### config.mk
export PLATFORM = sky130hd
export DESIGN_NAME = ifg_enforcer
export DESIGN_NICKNAME = d
export VERILOG_FILES = /design/src/rtl/ifg_pkg.sv /design/src/rtl/ifg_fall_detect.sv /design/src/rtl/ifg_gap_decode.sv /design/src/rtl/ifg_gap_counter.sv /design/src/rtl/ifg_enforcer.sv
export SDC_FILE = /design/constraint.sdc
export NUM_CORES = 1
export LEC_CHECK = 0
export BUFFER_PORTS_ARGS = -buffer_cell sky130_fd_sc_hd__buf_4
export CAP_MARGIN = 25
export CORE_AREA = 2 2 42 44
export CTS_CLUSTER_DIAMETER = 40
export DETAILED_ROUTE_END_ITERATION = 16
export DIE_AREA = 0 0 44 46
export PLACE_DENSITY = 0.61
export SLEW_MARGIN = 20
export SYNTH_ARGS = -nofsm -noshare
export SYNTH_HDL_FRONTEND = slang
export SYNTH_HIERARCHICAL = 1
export SYNTH_SLANG_ARGS = --single-unit
### constraint.sdc
create_clock -name clk -period 3.1 [get_ports clk]
set_clock_uncertainty 0.1 [all_clocks]
set_input_delay 0.31 -clock clk [delete_from_list [all_inputs] [get_ports clk]]
set_output_delay 0.31 -clock clk [all_outputs]
set_load 0.02 [all_outputs]
### src/rtl/ifg_pkg.sv
package ifg_pkg;
  localparam int GAP_CODE_W = 3;
  localparam int NCODES     = 1 << GAP_CODE_W;
  typedef logic [GAP_CODE_W-1:0] gap_code_t;
endpackage

### src/rtl/ifg_fall_detect.sv
module ifg_fall_detect (
  input  logic clk,
  input  logic rst,
  input  logic en_i,
  output logic fall_o
);
  logic en_q;

  always_ff @(posedge clk) begin
    if (rst) en_q <= 1'b0;
    else     en_q <= en_i;
  end

  // Last nibble was in the previous cycle; this cycle is the first idle one.
  assign fall_o = en_q & ~en_i;
endmodule

### src/rtl/ifg_gap_decode.sv
module ifg_gap_decode
  import ifg_pkg::*;
#(
  parameter int BASE_BITS       = 96,
  parameter int STEP_BITS       = 8,
  parameter int HD_FLOOR_CODE   = 4,
  parameter int BITS_PER_NIB    = 4,
  parameter int CYC_PER_NIB_10  = 1,
  parameter int CYC_PER_NIB_100 = 1,
  parameter int CW              = 5
) (
  input  gap_code_t       code_i,
  input  logic            half_i,
  input  logic            speed_i,
  output logic [CW-1:0]   cycles_o
);
  localparam int MAX_NIB = BASE_BITS / BITS_PER_NIB;
  localparam int NW      = $clog2(MAX_NIB + 1);
  localparam int MAX_MUL = (CYC_PER_NIB_10 > CYC_PER_NIB_100) ? CYC_PER_NIB_10 : CYC_PER_NIB_100;
  localparam int MW      = $clog2(MAX_MUL + 1);

  logic [NW-1:0] fd_nib [NCODES];
  logic [NW-1:0] hd_nib [NCODES];
  logic [NW-1:0] nib_sel;
  logic [MW-1:0] mult;

  for (genvar g = 0; g < NCODES; g++) begin : g_tab
    localparam int FD_BITS = BASE_BITS - STEP_BITS * g;
    localparam int HD_BITS = (g > HD_FLOOR_CODE) ?
                             (BASE_BITS - STEP_BITS * HD_FLOOR_CODE) : FD_BITS;
    assign fd_nib[g] = NW'(FD_BITS / BITS_PER_NIB);
    assign hd_nib[g] = NW'(HD_BITS / BITS_PER_NIB);
  end

  if (CYC_PER_NIB_10 == CYC_PER_NIB_100) begin : g_mul_same
    logic unused_speed;
    assign unused_speed = speed_i;
    assign mult = MW'(CYC_PER_NIB_10);
  end else begin : g_mul_sel
    assign mult = speed_i ? MW'(CYC_PER_NIB_100) : MW'(CYC_PER_NIB_10);
  end

  always_comb begin
    nib_sel  = half_i ? hd_nib[code_i] : fd_nib[code_i];
    cycles_o = CW'(nib_sel) * CW'(mult);
  end
endmodule

### src/rtl/ifg_gap_counter.sv
module ifg_gap_counter #(
  parameter int CW = 5
) (
  input  logic          clk,
  input  logic          rst,
  input  logic          load_i,
  input  logic [CW-1:0] load_val_i,
  output logic [CW-1:0] remain_o
);
  always_ff @(posedge clk) begin
    if (rst)                  remain_o <= '0;
    else if (load_i)          remain_o <= load_val_i;
    else if (remain_o != '0)  remain_o <= remain_o - CW'(1);
  end
endmodule

### src/rtl/ifg_enforcer.sv
module ifg_enforcer
  import ifg_pkg::*;
#(
  parameter int BASE_BITS       = 96,
  parameter int STEP_BITS       = 8,
  parameter int HD_FLOOR_CODE   = 4,
  parameter int BITS_PER_NIB    = 4,
  parameter int CYC_PER_NIB_10  = 1,
  parameter int CYC_PER_NIB_100 = 1
) (
  input  logic                  clk,
  input  logic                  rst,
  input  logic [GAP_CODE_W-1:0] gap_code_i,
  input  logic                  half_duplex_i,
  input  logic                  speed_100_i,
  input  logic                  tx_en_i,
  input  logic                  tx_req_i,
  output logic                  grant_o
);
  localparam int MAX_MUL = (CYC_PER_NIB_10 > CYC_PER_NIB_100) ? CYC_PER_NIB_10 : CYC_PER_NIB_100;
  localparam int MAX_CYC = (BASE_BITS / BITS_PER_NIB) * MAX_MUL;
  localparam int CW      = $clog2(MAX_CYC + 1);

  logic          fall;
  logic [CW-1:0] gap_cycles;
  logic [CW-1:0] remain;
  logic          near_done;
  logic          grant_d;

  ifg_fall_detect u_fall (
    .clk    (clk),
    .rst    (rst),
    .en_i   (tx_en_i),
    .fall_o (fall)
  );

  ifg_gap_decode #(
    .BASE_BITS       (BASE_BITS),
    .STEP_BITS       (STEP_BITS),
    .HD_FLOOR_CODE   (HD_FLOOR_CODE),
    .BITS_PER_NIB    (BITS_PER_NIB),
    .CYC_PER_NIB_10  (CYC_PER_NIB_10),
    .CYC_PER_NIB_100 (CYC_PER_NIB_100),
    .CW              (CW)
  ) u_decode (
    .code_i   (gap_code_i),
    .half_i   (half_duplex_i),
    .speed_i  (speed_100_i),
    .cycles_o (gap_cycles)
  );

  // The fall edge is itself the first idle cycle, so load one less.
  ifg_gap_counter #(.CW(CW)) u_count (
    .clk        (clk),
    .rst        (rst),
    .load_i     (fall),
    .load_val_i (gap_cycles - CW'(1)),
    .remain_o   (remain)
  );

  assign near_done = (remain <= CW'(1));
  assign grant_d   = tx_req_i & ~tx_en_i & ~fall & near_done;

  always_ff @(posedge clk) begin
    if (rst) grant_o <= 1'b0;
    else     grant_o <= grant_d;
  end
endmodule

# Yosys cells after proc, flatten, opt, wreduce, memory -nomap -nowiden
# Memory sizes are Yosys's and may differ from the RTL's.
# Index checks and enable logic that the tools add are counted.
# classes
n_addsub	2
magnitude_cmp	2
mux	7
bitwise_logic	7
reduce_logical	2
# op_table
cell	count
5-bit 2-to-1 mux	7
5-bit by 1-bit subtractor with 5-bit output, second input constant	2
5-bit by 1-bit less-or-equal comparator with 1-bit output, second input constant	1
5-bit nonzero test	1
1-bit bitwise AND	4
4-bit >= comparator, second input constant	1
3-bit inverter with 4-bit output	1
1-bit inverter	2
2-bit nonzero test	1
# word_totals
register_bits	7
rom_bits	80
inputBits	9
out_inout_bits	1
word_cells	25
mem_count	2
# mem_list
memory	depth	word_bits	rd	rd_ports_with_merged_regs	write_ports	line	rtl
(no name shown)	8	5	1	0	0	ifg_gap_decode.sv:44	nib_sel = half_i ? hd_nib[code_i] : fd_nib[code_i];
(no name shown)	8	5	1	0	0	ifg_gap_decode.sv:44	

# Logic depth before layout (Yosys ltp)
# Gate-level depths: netlist of the first run.
# depth
ltp_word	7
depth_mapped	8

# Modules after synthesis
# Netlist of the first run, hierarchy kept.
# modules_own_cells
module	n_inst	cells_each	area_per_inst_um2
ifg_gap_counter	1	33	280.3
ifg_enforcer	1	13	112.6
ifg_gap_decode	1	12	82.6
ifg_fall_detect	1	3	35.0

# Worst setup path after synthesis of the first run
# No wires, ideal clock.
# synth_path
kind	input to register
start	input gap_code_i[0]
end	register u_count.remain_o[3]
arrival_time_ns	1.485
required_ns	2.909
path_slack_ns	1.425
cell_stages	7
cell_sequence	inv_1 ha_1 a21boi_0 nor3_2 xor2_1 nor2_1 a311oi_1
# synth_via
elab_chain_cells	7
elab_cells_between_ends	10
classes_between	1 x add/sub; 6 x mux; 1 x bitwise; 2 x memory
# synth_rtl
element	line	rtl
start: declaration	ifg_enforcer.sv:13	input logic [GAP_CODE_W-1:0] gap_code_i,
3-bit inverter with 4-bit output (not written as such) *	ifg_gap_decode.sv:44	
memory read 8 x 5 bit	--	
5-bit 2-to-1 mux (not written as such) (2 in a row)	ifg_gap_decode.sv:44	
5-bit 2-to-1 mux *	ifg_gap_decode.sv:44	
via gap_cycles[2]	ifg_enforcer.sv:25	logic [CW-1:0] gap_cycles;
5-bit by 1-bit subtractor with 5-bit output *	ifg_enforcer.sv:57	.load_val_i (gap_cycles - CW'(1)),
5-bit 2-to-1 mux *	ifg_gap_counter.sv:12	else if (load_i) remain_o <= load_val_i;
end signal: assignment	ifg_gap_counter.sv:12	
end signal: assignment	ifg_gap_counter.sv:13	else if (remain_o != '0) remain_o <= remain_o - CW'(1);
end: declaration	ifg_gap_counter.sv:8	output logic [CW-1:0] remain_o
# The timed path passes the listed nets; every way through them passes the cells marked *. The select of a mux whose other input is x is not followed.
# A chain may end at the register's enable or synchronous reset.

# Final worst setup path of the first run
# Ends and elaborated chain as after synthesis.

==> results of run 1 <==
[worst max path at each step]
stage                       start             endpoint  slack [ns]  cells past startpoint
detailed placement  gap_code_i[0]  u_count/remain_o[3]        1.11                      8
global placement    gap_code_i[0]  u_count/remain_o[3]        1.19                      8
finish              gap_code_i[0]  u_count/remain_o[3]        1.43                      8
CTS                 gap_code_i[0]  u_count/remain_o[3]        1.40                      8
floorplan           gap_code_i[0]  u_count/remain_o[3]        1.42                      7
global route        gap_code_i[0]  u_count/remain_o[3]        1.27                      8
[per-stage QoR]
step	utilization [%]	total power, mW	setup slack, ns	instance area [um^2]	cells
2_1_floorplan	-	0.2769	1.425	510.5	61
3_3_place_gp	36.20	0.3118	1.187	584.3	85
3_5_place_dp	36.20	0.3124	1.107	584.3	85
4_1_cts	37.83	0.4016	1.402	610.6	89
5_1_grt	37.83	0.4346	1.271	610.6	89
6_report	37.83	0.3994	1.426	610.6	89
[cell usage in the layout, fill, tap and decap left out, types with 2 or more instances in the layout]
| cell | n |
|---|---|
| inv_1 | 11 |
| buf_4 | 8 |
| dfxtp_1 | 7 |
| nand2_1 | 5 |
| nor2_1 | 4 |
| ha_1 | 4 |
| xor2_1 | 3 |
| clkbuf_4 | 3 |
| a21oi_1 | 3 |
| nand4_1 | 2 |
| o211ai_1 | 2 |
[cell families (layout without fill, tap and decap cells)]
kind of cell,after synthesis,after routing
XOR/XNOR,4,4
AND/OR/NAND/NOR,23,23
multiplexers,1,1
other,1,1
buffers and inverters,12,23
adder cells (fa/ha/maj),4,4
AO/OA/AOI/OAI,9,9
flip-flops,7,7
[cell type report]
class                           instances  area share (%)
Clock buffer                            4           4.303
Inverter                               11           6.762
Multi-Input combinational cell         42           52.66
Sequential cell                         7           22.95
Tap cell                               17           3.484
Timing Repair Buffer                    8           9.836
[power groups by stage]
| stage | logic [mW] | registers, mW | clock network (mW) |
|---|---|---|---|
| 6_report | 0.166 | 0.145 | 0.0879 |
| 5_1_grt | 0.188 | 0.150 | 0.0964 |
| 4_1_cts | 0.168 | 0.145 | 0.0894 |
| 3_5_place_dp | 0.166 | 0.146 | 0 |
| 3_3_place_gp | 0.165 | 0.147 | 0 |
| 2_1_floorplan | 0.134 | 0.143 | 0 |
[registers in the layout (all words and copies together) (netlist names)]
signal / cells
grant_o: 1
u_count/remain_o: 5
u_fall/en_q: 1
[per-layer routing]
layer	vias to the layer above	routed length, um	global-route usage [%]
li1	230	-	-
met1	207	409	12.09
met2	11	435	17.65
met3	2	57	3.175
met4	0	14	9.091
met5	-	0	0
==> key figures, run 1 <==
Outcome
  – Status: finished, final reports clean

Floorplanning
  – Initial core utilization: 31.63%
  – Chip width: 44 um
  – Core area: 1614 um^2
  – # rows: 15
  – Die area: 2024 um^2
  – Chip height: 46 um
  – I/O pins: 10

Critical path
  – Top delay family on crit path: compound AO/OA/AOI/OAI gates
  – Register-to-Register Path Depth: 5
  – FF-to-FF End: u_count/remain_o[1]
  – Crit path capture type: register
  – CP Cell Sequence: buf_4, inv_1, ha_1, a21boi_0, nor3_2, xor2_1, nor2_1, a311oi_1
  – Worst reg2reg setup slack: 1.60 ns
  – Worst Path Arrival: 1.75 ns
  – WS Path Type: in -> reg
  – CP max FO: 3
  – CP required: 3.17 ns
  – Slowest cell on the critical path: a21boi_0
  – CP Buf/Inv Count: 2
  – Critical path launch point type: input pin
  – Critical Path Max Stage Delay: 0.44 ns
  – RR Startpoint: u_count/remain_o[1]

Cells and area
  – Multi-input gate area: 321.6 um^2
  – Share of cells above drive strength 1: 22.22%
  – Sequential cell area: 140.1 um^2
  – Diode count: 0
  – Final nets: 86
  – Number of fill cells: 169
  – Layout area overhead: 19.61%

GRT
  – Largest net degree at the start of global routing: 10
  – GRT Util Overall: 11.04%
  – Vias in the first global route: 411
  – First-pass GRT wire length: 1614 um
  – Total gr overflow: 0
  – Initial antenna violation count: 0

Run
  – Max-cap violations: 0

Synth
  – Post-synth ARST share: 0%
  – Synth top area cells: dfxtp_1 (27%), ha_1 (9.8%), inv_1 (8.1%)
  – Synth Area in Compound Gates: 12.50%
  – Post-synth net total: 74
  – Syn_area_per_cell: 8.369 um^2
  – Mapped Cells: 61
  – Largest family of logic cells by synthesized area: simple AND/OR/NAND/NOR gates
  – Most frequent cell after synthesis: inv_1
  – EDFF count, synth: 0
  – Post-Synth XOR/XNOR Area: 6.863%
  – Sequential fraction of the synthesis area: 27.45%
  – Most frequent cells after synthesis: inv_1 (11), dfxtp_1 (7), nand2_1 (5)
  – Mapped cell area: 510.5 um^2
  – Area leader, netlist: dfxtp_1
  – Post-synthesis mux area share: 2.941%
  – Top_reg_cell synth: dfxtp_1
  – Simple-gate portion of the synthesized area: 30.15%
  – Synth top area share: 27.45%
  – Flops & latches, synth: 7
  – Synth Area in Adders: 9.804%
  – Synth warn: 6
  – Yosys cell types: 29

Detailed routing
  – Vias per Instance: 5.056
  – Drt initial violations: 8
  – Routed Antenna Nets: 0
  – Total wire length: 917 um
  – Routed len/inst: 10.30 um
  – Residual DRC: 0
  – Via Count: 450
  – DRT Pass-1 Iters: 4

Clocking
  – Worst-path clk slew: 0.06 ns
  – Post-CTS Setup Bufs: 0
  – Later-pin clock latency in the skew report: 0.26 ns
  – H-Tree Depth: 1
  – CTS root buffer: clkbuf_4
  – Max Root-Sink Buffers: 2
  – # resized after CTS: 0
  – TritonCTS clock tree: done
  – Number of CTS-inserted buffers: 3
  – Clk sinks: 7
  – CTS Hold Buffers Added: 0

Power and ir drop
  – Switch Pwr: 0.1427 mW
  – Pleak: 0.2761 nW
  – Clk pwr share: 22.0%
  – Internal Power: 0.2567 mW
  – Sequential power share: 36.4%
  – Combinational Power Share: 41.6%
  – Worst VDD drop: 156.5 uV
  – Sw Ratio: 35.74%
  – PD cells: 654.1 nW/um^2

Place
  – Port-buffer cells: 8
  – Final Wtd Congestion: 0.7247
  – DP Wirelength: 691.1 um

Timing
  – Max_slew headroom: 65.74%
  – FMAX: 597.4 MHz
  – Final Cycle Share: 54.00%
  – Setup_tns: 0 ns
  – Hold_ws: 0.1756 ns
  – Final Max Tran Viols: 0
  – Tmin final: 1.674 ns
  – Final setup viols: 0
  – Slew at the pin closest to its max-slew limit: 0.5093 ns
  – Final Hold Vio Count: 0
  – RSZ-0062 raised after global routing: no

Min path
  – Hold endpoint: u_fall/en_q
  – Worst Hold Depth: 2
  – Worst hold path type: in -> reg
  – Worst hold start: tx_en_i
Power figures use the tool's default switching activity.
==> inputs of run 2 (changes only) <==
Settings changed: ABC_AREA set to 1, CORE_AREA 2 2 42 44 to 2 2 43 45, DIE_AREA 0 0 44 46 to 0 0 45 47, PLACE_DENSITY 0.61 to 0.62.
Clock period 3.1 ns to 1.6 ns, I/O delays scaled along.
==> key figures, run 2 <==
Clocking
  – Clk sinks: 7
  – CTS root buffer: clkbuf_4
  – # resized after CTS: 0
  – Number of CTS-inserted buffers: 3
  – Later-pin clock latency in the skew report: 0.25 ns
  – H-Tree Depth: 1
  – Post-CTS Setup Bufs: 0
  – Max Root-Sink Buffers: 2
  – Worst-path clk slew: 0.05 ns
  – TritonCTS clock tree: done

Critical path
  – Register-to-Register Path Depth: 7
  – Worst reg2reg setup slack: 0.37 ns
  – Worst Path Arrival: 1.35 ns
  – Crit path capture type: register
  – RR Startpoint: u_count/remain_o[0]
  – CP max FO: 3
  – Critical Path Max Stage Delay: 0.23 ns
  – Critical path launch point type: input pin
  – CP Cell Sequence: buf_4, inv_1, ha_1, a21boi_0, nor2_1, nand2_1, nand2_1, nand2_1, or2_0, nand3_1, nor2_1
  – Slowest cell on the critical path: ha_1
  – CP required: 1.65 ns
  – WS Path Type: in -> reg
  – CP Buf/Inv Count: 2
  – FF-to-FF End: u_count/remain_o[1]
  – Top delay family on crit path: simple AND/OR/NAND/NOR gates
  – Critical path's most frequent cell: nand2_1

Cells and area
  – Diode count: 0
  – Most common cell after layout, fill and taps aside: nand2_1
  – Fin util: 41.14%
  – Layout area overhead: 22.57%
  – Regs by FF count: u_count/remain_o: 5 flops, grant_o: 1 flops, u_fall/en_q: 1 flops
  – Share of cells above drive strength 1: 19.44%
  – Final nets: 122
  – Top reg by flops: u_count/remain_o
  – Commonest non-fill, non-tap cells in the layout: nand2_1 (22), inv_1 (19), nor2_1 (15)
  – Largest register FFs: 5

Outcome
  – Status: finished, final reports clean

Min path
  – Worst hold start: tx_en_i
  – Worst hold path type: in -> reg
  – Hold endpoint: u_fall/en_q
  – Worst Hold Depth: 3

Synth
  – Flops & latches, synth: 7
  – Most frequent cells after synthesis: nand2_1 (22), inv_1 (19), nor2_1 (15)
  – Top_reg_cell synth: dfxtp_1
  – Most frequent cell after synthesis: nand2_1
  – Mapped cell area: 554.3 um^2
  – Sequential fraction of the synthesis area: 25.28%
  – Post-synth ARST share: 0%
  – EDFF count, synth: 0
  – Yosys cell types: 19
  – Synth Area in Adders: 9.029%
  – Post-Synth XOR/XNOR Area: 1.580%
  – Synth warn: 6
  – Area leader, netlist: dfxtp_1
  – Post-synthesis mux area share: 0%
  – Largest family of logic cells by synthesized area: simple AND/OR/NAND/NOR gates
  – Synth Area in Compound Gates: 6.772%
  – Synth top area share: 25.28%
  – Synth top area cells: dfxtp_1 (25%), nand2_1 (15%), inv_1 (13%)
  – Post-synth net total: 107
  – Simple-gate portion of the synthesized area: 41.08%
  – Mapped Cells: 94
  – Syn_area_per_cell: 5.897 um^2

Floorplanning
  – Initial core utilization: 33.56%
  – Die area: 2115 um^2
  – Chip width: 45 um
  – Core area: 1652 um^2
  – I/O pins: 10
  – # rows: 15
  – Chip height: 47 um

Detailed routing
  – Vias per Instance: 4.504
  – DRT Pass-1 Iters: 4
  – Residual DRC: 0
  – Routed len/inst: 9.360 um
  – Total wire length: 1170 um
  – Routed Antenna Nets: 0
  – Drt initial violations: 16
  – Via Count: 563

Power and ir drop
  – Worst VDD drop: 350.6 uV
  – Pleak: 0.3853 nW
  – PD cells: 1331 nW/um^2

Timing
  – Tmin final: 1.299 ns
  – Final Max Tran Viols: 0
  – Setup_tns: 0 ns
  – RSZ-0062 raised after global routing: no
  – Final setup viols: 0
  – Final Cycle Share: 81.17%
  – FMAX: 770.0 MHz
  – Final Hold Vio Count: 0

GRT
  – Largest net degree at the start of global routing: 8
  – First-pass GRT wire length: 1787 um
  – Total gr overflow: 0
  – Vias in the first global route: 493
  – Initial antenna violation count: 0
  – GRT Util Overall: 12.02%

Place
  – DP Wirelength: 825.6 um
  – Final Wtd Congestion: 0.7533
  – Port-buffer cells: 8

Run
  – Max-cap violations: 0
-- run 2: layout make-up --
type	instances	area [um^2]
Fill cell	190	972.2
Multi-Input combinational cell	65	327.8
Sequential cell	7	140.1
Timing Repair Buffer	11	85.08
Inverter	21	78.83
Clock buffer	4	26.28
Tap cell	17	21.27
-- run 2: kinds of logic after synthesis --
| family | count (synthesis) |
|---|---|
| and+or+nand+nor | 52 |
| buffers and inverters | 22 |
| AOI/OAI and AO/OA | 7 |
| DFF | 7 |
| adders and majority gates | 4 |
| xor gates and xnor gates | 1 |
| other | 1 |
-- run 2: per-stage QoR --
| step | hold WS (ns) | instance area [um^2] | cells | worst slack, ns | total power, mW |
|---|---|---|---|---|---|
| after floorplan | 0.1269 | 554.3 | 94 | 0.05484 | 0.6233 |
| after global placement | 0.2504 | 643.1 | 120 | 0.03081 | 0.7025 |
| after detailed placement | 0.2473 | 643.1 | 120 | 0.03270 | 0.7099 |
| after CTS | 0.02567 | 679.4 | 125 | 0.3043 | 0.9051 |
| after global routing | 0.04200 | 679.4 | 125 | 0.1814 | 0.9874 |
| final | 0.03166 | 679.4 | 125 | 0.3012 | 0.9041 |
-- run 2: worst max-delay path by stage --
stage                  start                  end  slack (ns)  depth (start not counted)
6_report       gap_code_i[0]  u_count/remain_o[3]        0.30                         11
5_1_grt        gap_code_i[0]  u_count/remain_o[3]        0.18                         11
4_1_cts        gap_code_i[0]  u_count/remain_o[3]        0.30                         11
3_5_place_dp   gap_code_i[0]  u_count/remain_o[3]        0.03                         11
3_3_place_gp   gap_code_i[0]  u_count/remain_o[3]        0.03                         11
2_1_floorplan  gap_code_i[0]  u_count/remain_o[3]        0.05                          9
-- run 2: what timing repair did --
action,in CTS,in global routing
hold endpoints to repair,1,0
hold buffers,1,0
setup endpoints to repair,0,0
-- run 2: worst min-delay path, cell delays in order --
cell and delay [ns]:
buf_4 0.09, inv_1 0.04, nor2_2 0.06
-- run 2: power breakdown --
part	total [mW]	switching (mW)	internal (mW)
sequential	0.284	0.0532	0.231
combinational	0.458	0.276	0.181
clock	0.162	0.0669	0.0953
-- run 2: per-layer routing --
layer  global-route usage, %  vias up  part of all wire [%]
met5                       0        -                     0
met4                   8.824        0                     0
met3                   2.308        0                   3.9
met2                   23.71       16                    53
met1                   10.78      240                    43
li1                        -      307                     -
==> inputs of run 3 (changes only) <==
Settings changed: PLACE_DENSITY 0.62 to 0.64.
Clock period 1.6 ns to 1.07 ns, I/O delays scaled along.
==> key figures, run 3 (synthesis results as in run 2) <==
Critical path
  – Critical path's most frequent cell: inv_2
  – WS Path Type: reg -> reg
  – Critical Path Max Stage Delay: 0.32 ns
  – Worst Path Arrival: 1.18 ns
  – CP Buf/Inv Count: 2
  – Top delay family on crit path: simple AND/OR/NAND/NOR gates
  – CP max FO: 5
  – Crit path capture type: register
  – Critical path launch point type: register
  – CP required: 1.12 ns
  – Slowest cell on the critical path: dfxtp_2
  – CP Cell Sequence: inv_2, nor2_4, inv_2, or2_0, nand3_1, nor2_1

Clocking
  – CTS root buffer: clkbuf_4
  – Worst-path clk slew: 0.06 ns
  – Max Root-Sink Buffers: 2
  – Number of CTS-inserted buffers: 3
  – Clk sinks: 7
  – H-Tree Depth: 1
  – TritonCTS clock tree: done
  – Later-pin clock latency in the skew report: 0.25 ns

Place
  – Dpl ws: -0.3365 ns
  – Placed cells: 132
  – DP Wirelength: 938.3 um
  – Cell Area, Placed: 782.0 um^2
  – Port-buffer cells: 8
  – Final Wtd Congestion: 0.7540

Detailed routing
  – Routed Antenna Nets: 0
  – Total wire length: 1204 um
  – Residual DRC: 0
  – Via Count: 618
  – Vias per Instance: 4.414
  – DRT Pass-1 Iters: 3
  – Drt initial violations: 9
  – Routed len/inst: 8.600 um

Timing
  – Tmin final: 1.138 ns
  – Final setup margin: -0.06840 ns
  – Final Hold Vio Count: 0
  – FMAX: 878.4 MHz
  – RSZ-0062 raised after global routing: yes
  – Final Cycle Share: 106.4%
  – Final Max Tran Viols: 0
  – Final setup viols: 6

Power and ir drop
  – Sw Ratio: 41.42%
  – Clk pwr share: 14.9%
  – Pleak: 0.4714 nW
  – Switch Pwr: 0.6696 mW
  – PD cells: 1815 nW/um^2
  – Sequential power share: 26.8%
  – Combinational Power Share: 58.3%
  – Internal Power: 0.9472 mW
  – Worst VDD drop: 767.2 uV

Cells and area
  – Commonest non-fill, non-tap cells in the layout: buf_4 (24), nand2_1 (21), inv_1 (14)
  – Share of cells above drive strength 1: 43.09%
  – Regs by FF count: u_count/remain_o: 5 flops, grant_o: 1 flops, u_fall/en_q: 1 flops
  – Most common cell after layout, fill and taps aside: buf_4
  – Design area: 890.9 um^2
  – Top reg by flops: u_count/remain_o
  – Post-route insts no fill: 140
  – Final nets: 137
  – Largest register FFs: 5
  – Layout area overhead: 60.72%
  – Diode count: 0

Floorplanning
  – Chip width: 45 um
  – # rows: 15
  – Initial core utilization: 33.56%
  – Core area: 1652 um^2
  – Die area: 2115 um^2
  – Chip height: 47 um
  – I/O pins: 10

GRT
  – Initial antenna violation count: 0
  – GRT Util Overall: 13.48%
  – Largest net degree at the start of global routing: 6
  – First-pass GRT wire length: 2042 um
  – Total gr overflow: 0
  – Vias in the first global route: 556

Outcome
  – Failing checks: negative setup slack
  – Status: finished, violations left

Run
  – Max-cap violations: 0

Min path
  – Worst hold path type: in -> reg
==> run 3: power by group through the flow <==
stage	clock [mW]	combinational [mW]	sequential (mW)
after floorplan	0	0.541	0.426
after global placement	0	0.773	0.428
after detailed placement	0	0.792	0.430
after CTS	0.251	0.914	0.431
after global routing	0.274	1.08	0.441
final	0.241	0.943	0.433
==> run 3: metrics by stage <==
stage / util (%) / hold slack, ns / total power [mW] / TNS [ns]
after floorplan: - / 0.07387 / 0.9672 / -0.2130
after global placement: 47.35 / 0.1978 / 1.201 / -1.100
after detailed placement: 47.35 / 0.1967 / 1.221 / -1.154
after CTS: 52.80 / 0.01053 / 1.596 / -0.2630
after global routing: 53.94 / 0.01717 / 1.796 / -0.6669
final: 53.94 / 0.01559 / 1.617 / -0.2592
==> run 3: final timing paths <==
check / from / end / slack (ns) / cells past startpoint
worst max-delay path: u_fall/en_q / u_count/remain_o[3] / -0.07 / 6
worst min-delay path: tx_req_i / grant_o / 0.02 / 3
worst max register to register: u_fall/en_q / u_count/remain_o[3] / -0.07 / 6
worst min register to register: u_count/remain_o[4] / grant_o / 0.47 / 3
==> run 3: layer usage <==
metal  vias up  global-route usage [%]  routed length, um
li1        338                       -                  -
met1       272                   14.29                528
met2         8                   25.43                636
met3         0                   2.308                 39
met4         0                   7.059                  0
met5         -                       0                  0
==> run 3: cell type report <==
cell class | instances | area [um^2]
clock buffer | 4 | 26.28
inverter | 21 | 93.84
multi-input combinational | 65 | 404.1
fill | 178 | 760.7
tap | 17 | 21.27
sequential | 7 | 143.9
timing repair buffer | 26 | 201.4
==> run 3: timing repair <==
action	4_1_cts	5_1_grt
buffers inserted	3	0
hold buffers	1	0
pin swaps	4	4
resized for setup	8	5
endpoints found under the hold margin	1	0
setup endpoints to repair	6	6
==> run 3: worst min-delay path, cell delays in order <==
cell and delay (ns):
buf_4 0.11, nand3_1 0.07, nor2_1 0.04
